File: src/rtl/uart_buf_pkg.sv
package uart_buf_pkg;
    localparam int FLG_RX_FULL  = 6;
    localparam int FLG_TX_FULL  = 5;
    localparam int FLG_RX_EMPTY = 4;
    localparam int FLG_BUSY     = 3;
    localparam int FLG_CARRIER  = 2;

    typedef enum logic {
        TX_IDLE  = 1'b0,
        TX_SHIFT = 1'b1
    } tx_state_e;
endpackage

File: src/rtl/ubf_queue.sv
module ubf_queue #(
    parameter int W     = 8,
    parameter int DEPTH = 16
) (
    input  logic         clk,
    input  logic         rst_n,
    input  logic         flush,
    input  logic         single,
    input  logic         push,
    input  logic [W-1:0] push_data,
    input  logic         pop,
    output logic [W-1:0] head,
    output logic         full,
    output logic         empty,
    output logic         push_drop
);
    localparam int PTR_W = (DEPTH > 1) ? $clog2(DEPTH) : 1;
    localparam int CNT_W = $clog2(DEPTH + 1);

    typedef struct packed {
        logic [DEPTH-1:0][W-1:0] mem;
        logic [PTR_W-1:0]        wr_ptr;
        logic [PTR_W-1:0]        rd_ptr;
        logic [CNT_W-1:0]        count;
    } q_state_t;

    q_state_t q_q, q_d;
    logic [CNT_W-1:0] cap;
    logic do_push, do_pop;

    function automatic logic [PTR_W-1:0] ptr_next(input logic [PTR_W-1:0] p);
        return (p == PTR_W'(DEPTH - 1)) ? '0 : p + 1'b1;
    endfunction

    assign cap       = single ? CNT_W'(1) : CNT_W'(DEPTH);
    assign full      = (q_q.count == cap);
    assign empty     = (q_q.count == '0);
    assign head      = q_q.mem[q_q.rd_ptr];
    assign do_push   = push && !full && !flush;
    assign do_pop    = pop && !empty && !flush;
    assign push_drop = push && full && !flush;

    always_comb begin
        q_d = q_q;
        if (flush) begin
            q_d.wr_ptr = '0;
            q_d.rd_ptr = '0;
            q_d.count  = '0;
        end else begin
            if (do_push) begin
                q_d.mem[q_q.wr_ptr] = push_data;
                q_d.wr_ptr          = ptr_next(q_q.wr_ptr);
            end
            if (do_pop) begin
                q_d.rd_ptr = ptr_next(q_q.rd_ptr);
            end
            case ({do_push, do_pop})
                2'b10:   q_d.count = q_q.count + 1'b1;
                2'b01:   q_d.count = q_q.count - 1'b1;
                default: q_d.count = q_q.count;
            endcase
        end
    end

    always_ff @(posedge clk or negedge rst_n) begin
        if (!rst_n) q_q <= '0;
        else        q_q <= q_d;
    end
endmodule

File: src/rtl/ubf_tx_shift.sv
module ubf_tx_shift
    import uart_buf_pkg::*;
#(
    parameter int W         = 8,
    parameter int BIT_TICKS = 16,
    parameter int STOP_BITS = 1
) (
    input  logic         clk,
    input  logic         rst_n,
    input  logic         enable,
    input  logic         avail,
    input  logic [W-1:0] data,
    output logic         take,
    output logic         active,
    output logic         txd
);
    localparam int FRAME_W = 1 + W + STOP_BITS;
    localparam int TICK_W  = $clog2(BIT_TICKS + 1);
    localparam int BIT_W   = $clog2(FRAME_W + 1);

    typedef struct packed {
        tx_state_e          st;
        logic [FRAME_W-1:0] sh;
        logic [TICK_W-1:0]  tick;
        logic [BIT_W-1:0]   bitn;
    } sh_state_t;

    sh_state_t s_q, s_d;

    assign take   = (s_q.st == TX_IDLE) && enable && avail;
    assign active = (s_q.st == TX_SHIFT);
    assign txd    = active ? s_q.sh[0] : 1'b1;

    always_comb begin
        s_d = s_q;
        case (s_q.st)
            TX_IDLE: begin
                if (take) begin
                    s_d.st   = TX_SHIFT;
                    s_d.sh   = {{STOP_BITS{1'b1}}, data, 1'b0};
                    s_d.tick = '0;
                    s_d.bitn = '0;
                end
            end
            default: begin
                if (s_q.tick == TICK_W'(BIT_TICKS - 1)) begin
                    s_d.tick = '0;
                    s_d.sh   = {1'b1, s_q.sh[FRAME_W-1:1]};
                    if (s_q.bitn == BIT_W'(FRAME_W - 1)) s_d.st = TX_IDLE;
                    else                                 s_d.bitn = s_q.bitn + 1'b1;
                end else begin
                    s_d.tick = s_q.tick + 1'b1;
                end
            end
        endcase
    end

    always_ff @(posedge clk or negedge rst_n) begin
        if (!rst_n) s_q <= '{st: TX_IDLE, sh: '1, tick: '0, bitn: '0};
        else        s_q <= s_d;
    end
endmodule

File: src/rtl/ubf_flags.sv
module ubf_flags
    import uart_buf_pkg::*;
#(
    parameter bit HAS_DCD = 1'b1
) (
    input  logic       rx_full,
    input  logic       rx_empty,
    input  logic       tx_full,
    input  logic       busy,
    input  logic       dcd_in,
    output logic [7:0] status
);
    logic carrier;

    generate
        if (HAS_DCD) begin : g_dcd
            assign carrier = dcd_in;
        end else begin : g_no_dcd
            logic unused_dcd;
            assign unused_dcd = dcd_in;
            assign carrier    = 1'b0;
        end
    endgenerate

    always_comb begin
        status               = '0;
        status[FLG_RX_FULL]  = rx_full;
        status[FLG_TX_FULL]  = tx_full;
        status[FLG_RX_EMPTY] = rx_empty;
        status[FLG_BUSY]     = busy;
        status[FLG_CARRIER]  = carrier;
    end
endmodule

File: src/rtl/uart_buf_flags.sv
module uart_buf_flags #(
    parameter int DEPTH     = 16,
    parameter int BIT_TICKS = 16,
    parameter int STOP_BITS = 1,
    parameter bit HAS_DCD   = 1'b1
) (
    input  logic       clk,
    input  logic       rst_n,
    input  logic       fifo_en,
    input  logic       uart_en,
    input  logic       wr_en,
    input  logic [7:0] wr_data,
    input  logic       rd_en,
    output logic [7:0] rd_data,
    input  logic       rx_valid,
    input  logic [7:0] rx_byte,
    input  logic       dcd_in,
    output logic       txd,
    output logic [7:0] status,
    output logic       overrun
);
    localparam int W = 8;

    typedef struct packed {
        logic mode;
        logic ovr;
    } top_state_t;

    top_state_t t_q, t_d;
    logic flush;
    logic tx_full, tx_empty, tx_drop, tx_take, tx_active;
    logic rx_full, rx_empty, rx_drop;
    logic [W-1:0] tx_head;

    assign flush   = (fifo_en != t_q.mode);
    assign overrun = t_q.ovr;

    ubf_queue #(.W(W), .DEPTH(DEPTH)) u_txq (
        .clk(clk), .rst_n(rst_n), .flush(flush), .single(!t_q.mode),
        .push(wr_en), .push_data(wr_data), .pop(tx_take),
        .head(tx_head), .full(tx_full), .empty(tx_empty), .push_drop(tx_drop)
    );

    ubf_queue #(.W(W), .DEPTH(DEPTH)) u_rxq (
        .clk(clk), .rst_n(rst_n), .flush(flush), .single(!t_q.mode),
        .push(rx_valid), .push_data(rx_byte), .pop(rd_en),
        .head(rd_data), .full(rx_full), .empty(rx_empty), .push_drop(rx_drop)
    );

    ubf_tx_shift #(.W(W), .BIT_TICKS(BIT_TICKS), .STOP_BITS(STOP_BITS)) u_shift (
        .clk(clk), .rst_n(rst_n), .enable(uart_en), .avail(!tx_empty && !flush),
        .data(tx_head), .take(tx_take), .active(tx_active), .txd(txd)
    );

    ubf_flags #(.HAS_DCD(HAS_DCD)) u_flags (
        .rx_full(rx_full), .rx_empty(rx_empty), .tx_full(tx_full),
        .busy(tx_active || !tx_empty), .dcd_in(dcd_in), .status(status)
    );

    always_comb begin
        t_d      = t_q;
        t_d.mode = fifo_en;
        if (flush)        t_d.ovr = 1'b0;
        else if (rx_drop) t_d.ovr = 1'b1;
    end

    always_ff @(posedge clk or negedge rst_n) begin
        if (!rst_n) t_q <= '0;
        else        t_q <= t_d;
    end

    logic unused_tx_drop;
    assign unused_tx_drop = tx_drop;
endmodule

File: config.mk
export PLATFORM = sky130hd
export DESIGN_NAME = uart_buf_flags
export DESIGN_NICKNAME = d
export VERILOG_FILES = /design/src/rtl/uart_buf_pkg.sv /design/src/rtl/ubf_queue.sv /design/src/rtl/ubf_tx_shift.sv /design/src/rtl/ubf_flags.sv /design/src/rtl/uart_buf_flags.sv
export SDC_FILE = /design/constraint.sdc
export NUM_CORES = 1
export LEC_CHECK = 0
export ABC_AREA = 1
export BUFFER_PORTS_ARGS = -buffer_cell sky130_fd_sc_hd__buf_2
export CAP_MARGIN = 40
export CORE_MARGIN = 2
export CORE_UTILIZATION = 35
export DETAILED_ROUTE_END_ITERATION = 8
export GPL_ROUTABILITY_DRIVEN = 0
export PLACE_DENSITY = 0.61
export SYNTH_ARGS = -nofsm -noshare
export SYNTH_HDL_FRONTEND = slang
export SYNTH_SLANG_ARGS = --single-unit
File: constraint.sdc
create_clock -name clk -period 3.6 [get_ports clk]
set_clock_uncertainty 0.05 [all_clocks]
set_input_delay 0.18 -clock clk [delete_from_list [all_inputs] [get_ports clk]]
set_output_delay 0.18 -clock clk [all_outputs]
set_load 0.02 [all_outputs]
==> qor.txt <==
Status -> complete, no violations
CP cell instances -> inv_2 > buf_12 > o21ai_0 > o221ai_1 > o211ai_1 > nand2_1 > buf_2
I/O Buffers -> 36
Flop pwr share -> 0.447
Via count -> 11900
Die height -> 208 µm
Initial DRT Pass Iterations -> 7
Clock buffer depth -> 3
Crit path max fanout -> 53
Yosys reg bits -> 304
Yosys cell types -> 41
Slew HR -> 0.415
Synthesized instance count -> 1764
Mapped Area -> 14600 µm²
Switching share of total power -> 0.293
Layout Area Growth over Synthesis -> 10.6%
Setup TNS -> 0 ns
CP arrival -> 2.65 ns
Pin count of the biggest net entering global routing -> 110
Fraction of final layout cells with drive strength greater than 1 -> 0.0822
Final worst path period need -> 2.88 ns
TritonCTS clock tree -> yes
Crit path launch -> u_rxq.q_q[5]$_DFFE_PN0P_
Slowest stage delay, CP -> 0.58 ns
Vias per cell -> 5.17
Combinational share of power -> 0.168
# DRC -> 0
Crit Path Category -> reg -> out
Vias in the first global route -> 11500
Max-cap violations -> 0
# rows -> 74
EDFF count, synth -> 0
Maximum ir drop on the vdd rail -> 0.356 mV
Clock sinks -> 304
Initial Util -> 0.356
Iteration-0 DRC Markers -> 1178
Die Span X -> 208 µm
Grt ovf -> 0
Core area -> 41000 µm²
Clk slew on worst S/H paths -> 0.06 ns
# fillers -> 4157
Fmax achieved -> 348 MHz
# setup viols final -> 0
Ports -> 42
Overall power -> 0.00909 W
Syn_area_per_cell -> 8.28 µm²
Post-Route WL -> 39000 µm
Psw -> 0.00266 W
Synth warnings -> 0
Worst Tran Pin Value -> 0.878 ns
Post-synthesis sequential area ratio -> 0.521
Internal Pwr Total -> 0.00643 W
HP Start -> rd_en
CP startpoint kind -> flip-flop
GRT Overall Usage -> 0.180
Detailed Place HPWL -> 24600 µm
CP max-delay cell -> dfrtp_2
RSZ-0062 raised after global routing -> false
WL/cell -> 16.9 µm
Worst skew pair latency -> 0.52 ns
First-pass GRT wire length -> 63400 µm
Clock power frac -> 0.385
Cts bufs inserted -> 35
Routed Antenna Nets -> 0
Critical Path Sink Type -> primary output
H-tree Lvls -> 2
Pwr dens -> 562 nW/µm²
Final hold viol count -> 0
Final net count -> 1795
Antenna violations before repair -> 0
Asr flop ratio synth -> 1.00
WP data required -> 3.37 ns
Pleak -> 7.69 nW
Fin crit share -> 0.799
Root Driver -> clkbuf_16
Die ar. -> 43400 µm²
Synth Flop Type -> dfrtp_1
Worst hold path type -> in -> reg
RR Startpoint -> t_q[1]$_DFF_PN0_
Setup bufs post-CTS -> 0
# diodes -> 0
Slew Limit Fails -> 0
[final timing paths]
| path | to | slack [ns] | cells past startpoint |
|---|---|---|---|
| max in group asynchronous | u_txq.q_q[11]$_DFFE_PN0P_ | 2.19 | 3 |
| min in group asynchronous | u_rxq.q_q[73]$_DFFE_PN0P_ | 0.30 | 2 |
| hold reg to reg | u_txq.q_q[100]$_DFFE_PN0P_ | 0.43 | 2 |
| hold / removal | u_rxq.q_q[7]$_DFFE_PN0P_ | 0.04 | 3 |
| setup / recovery | rd_data[7] | 0.72 | 7 |
| setup reg to reg | u_rxq.q_q[4]$_DFFE_PN0P_ | 0.85 | 16 |
[cells in the final DEF (no fill, tap or decap), types with 2 or more instances in the layout]
master	netlist	layout
nor3_1	5	5
o21ai_1	64	64
dlygate4sd3_1	0	3
inv_2	1	3
o211ai_1	10	10
inv_1	83	81
o22ai_1	13	13
nand3_1	95	95
dfstp_2	10	10
conb_1	1	3
o21ai_2	8	8
buf_4	8	14
nand2_1	521	521
clkbuf_16	0	37
bufinv_16	0	2
fa_1	2	2
o31ai_1	2	2
o221ai_1	22	22
nand4_1	8	8
o21ai_0	289	289
buf_12	1	4
xor2_1	6	6
ha_1	19	19
clkbuf_8	0	4
dfrtp_1	294	292
clkinv_2	0	4
a211oi_1	6	6
clkbuf_1	57	15
nor2_1	142	142
nand2_4	14	14
a21oi_1	28	28
buf_2	17	35
dfrtp_2	0	2
[layout make-up]
class                           instances  area, µm²  area share
Multi-Input combinational cell       1267       6030       0.373
Tap cell                              532        666      0.0412
Clock buffer                           56       1040      0.0642
Clock inverter                          7       88.8     0.00550
Inverter                               85        319      0.0197
Sequential cell                       304       7620       0.472
Timing Repair Buffer                   57        405      0.0251
[flip-flops by register name, indices dropped and copies added (netlist names)]
register / cells
u_rxq.q_q: 141
t_q: 1
u_shift.active: 1
u_txq.q_q: 141
overrun: 1
u_shift.s_q: 19
[critical path, delay by kind of cell (launching register included)]
kind / cells / cell delay [ns]
AND/OR/NAND/NOR: 1 / 0.17
AO/OA/AOI/OAI: 3 / 0.57
buffers and inverters: 3 / 0.78
flip-flops: 1 / 0.58
[cell usage after synthesis (all sizes together), types with 6 or more instances]
| library cell | instances | area share |
|---|---|---|
| buf | 53 | 0.030 |
| xor2 | 6 | 0.0036 |
| o22ai | 13 | 0.0056 |
| a211oi | 6 | 0.0031 |
| nand2 | 536 | 0.15 |
| o211ai | 10 | 0.0051 |
| ha | 19 | 0.016 |
| clkbuf | 57 | 0.015 |
| dfstp | 10 | 0.018 |
| nand3 | 95 | 0.033 |
| nand4 | 8 | 0.0034 |
| inv | 84 | 0.022 |
| o21ai | 361 | 0.13 |
| a21oi | 29 | 0.010 |
| o221ai | 22 | 0.013 |
| nor2 | 145 | 0.039 |
| dfrtp | 294 | 0.50 |
[power by group through the flow]
stage,combinational [W],sequential (W),clock (W)
global route,0.00174,0.00410,0.00373
global placement,0.00151,0.00410,0
CTS,0.00155,0.00405,0.00358
finish,0.00153,0.00406,0.00350
detailed placement,0.00154,0.00411,0
floorplan,0.00109,0.00404,0
[metrics by stage]
step / hold WS (ns) / cell area (µm²) / cells / utilization / worst slack [ns]
global route: 0.0686 / 16200 / 2308 / 0.394 / 0.569
CTS: 0.0314 / 16200 / 2308 / 0.394 / 0.678
global placement: 0.281 / 15000 / 2242 / 0.366 / 1.06
floorplan: -0.166 / 14600 / 1766 / - / 1.22
finish: 0.0365 / 16200 / 2308 / 0.394 / 0.723
detailed placement: 0.277 / 15000 / 2242 / 0.366 / 0.889
[cells by family (layout without fill, tap and decap cells)]
family / count (synthesis) / in the layout / synth area share
simple gates: 790 / 790 / 0.222
compound gates: 445 / 445 / 0.165
flops: 304 / 304 / 0.521
buf+inv: 195 / 205 / 0.0668
fa+ha+maj: 21 / 21 / 0.0190
xor+xnor: 8 / 8 / 0.00531
other cells: 1 / 3 / 0.000257
[what timing repair did]
item / in CTS / in global routing
hold endpoints to repair: 106 / 0
hold buffers: 3 / 0
gates resized for setup: 0 / 0
[routing by layer]
metal / vias up / wire [µm] / GRT usage
met4: 0 / 953 / 0.0511
met1: 5743 / 17300 / 0.241
met3: 67 / 1920 / 0.0249
met2: 335 / 18900 / 0.306
li1: 5794 / - / -
met5: - / 0 / 0
Note: power is estimated with default switching activity, not from simulation.
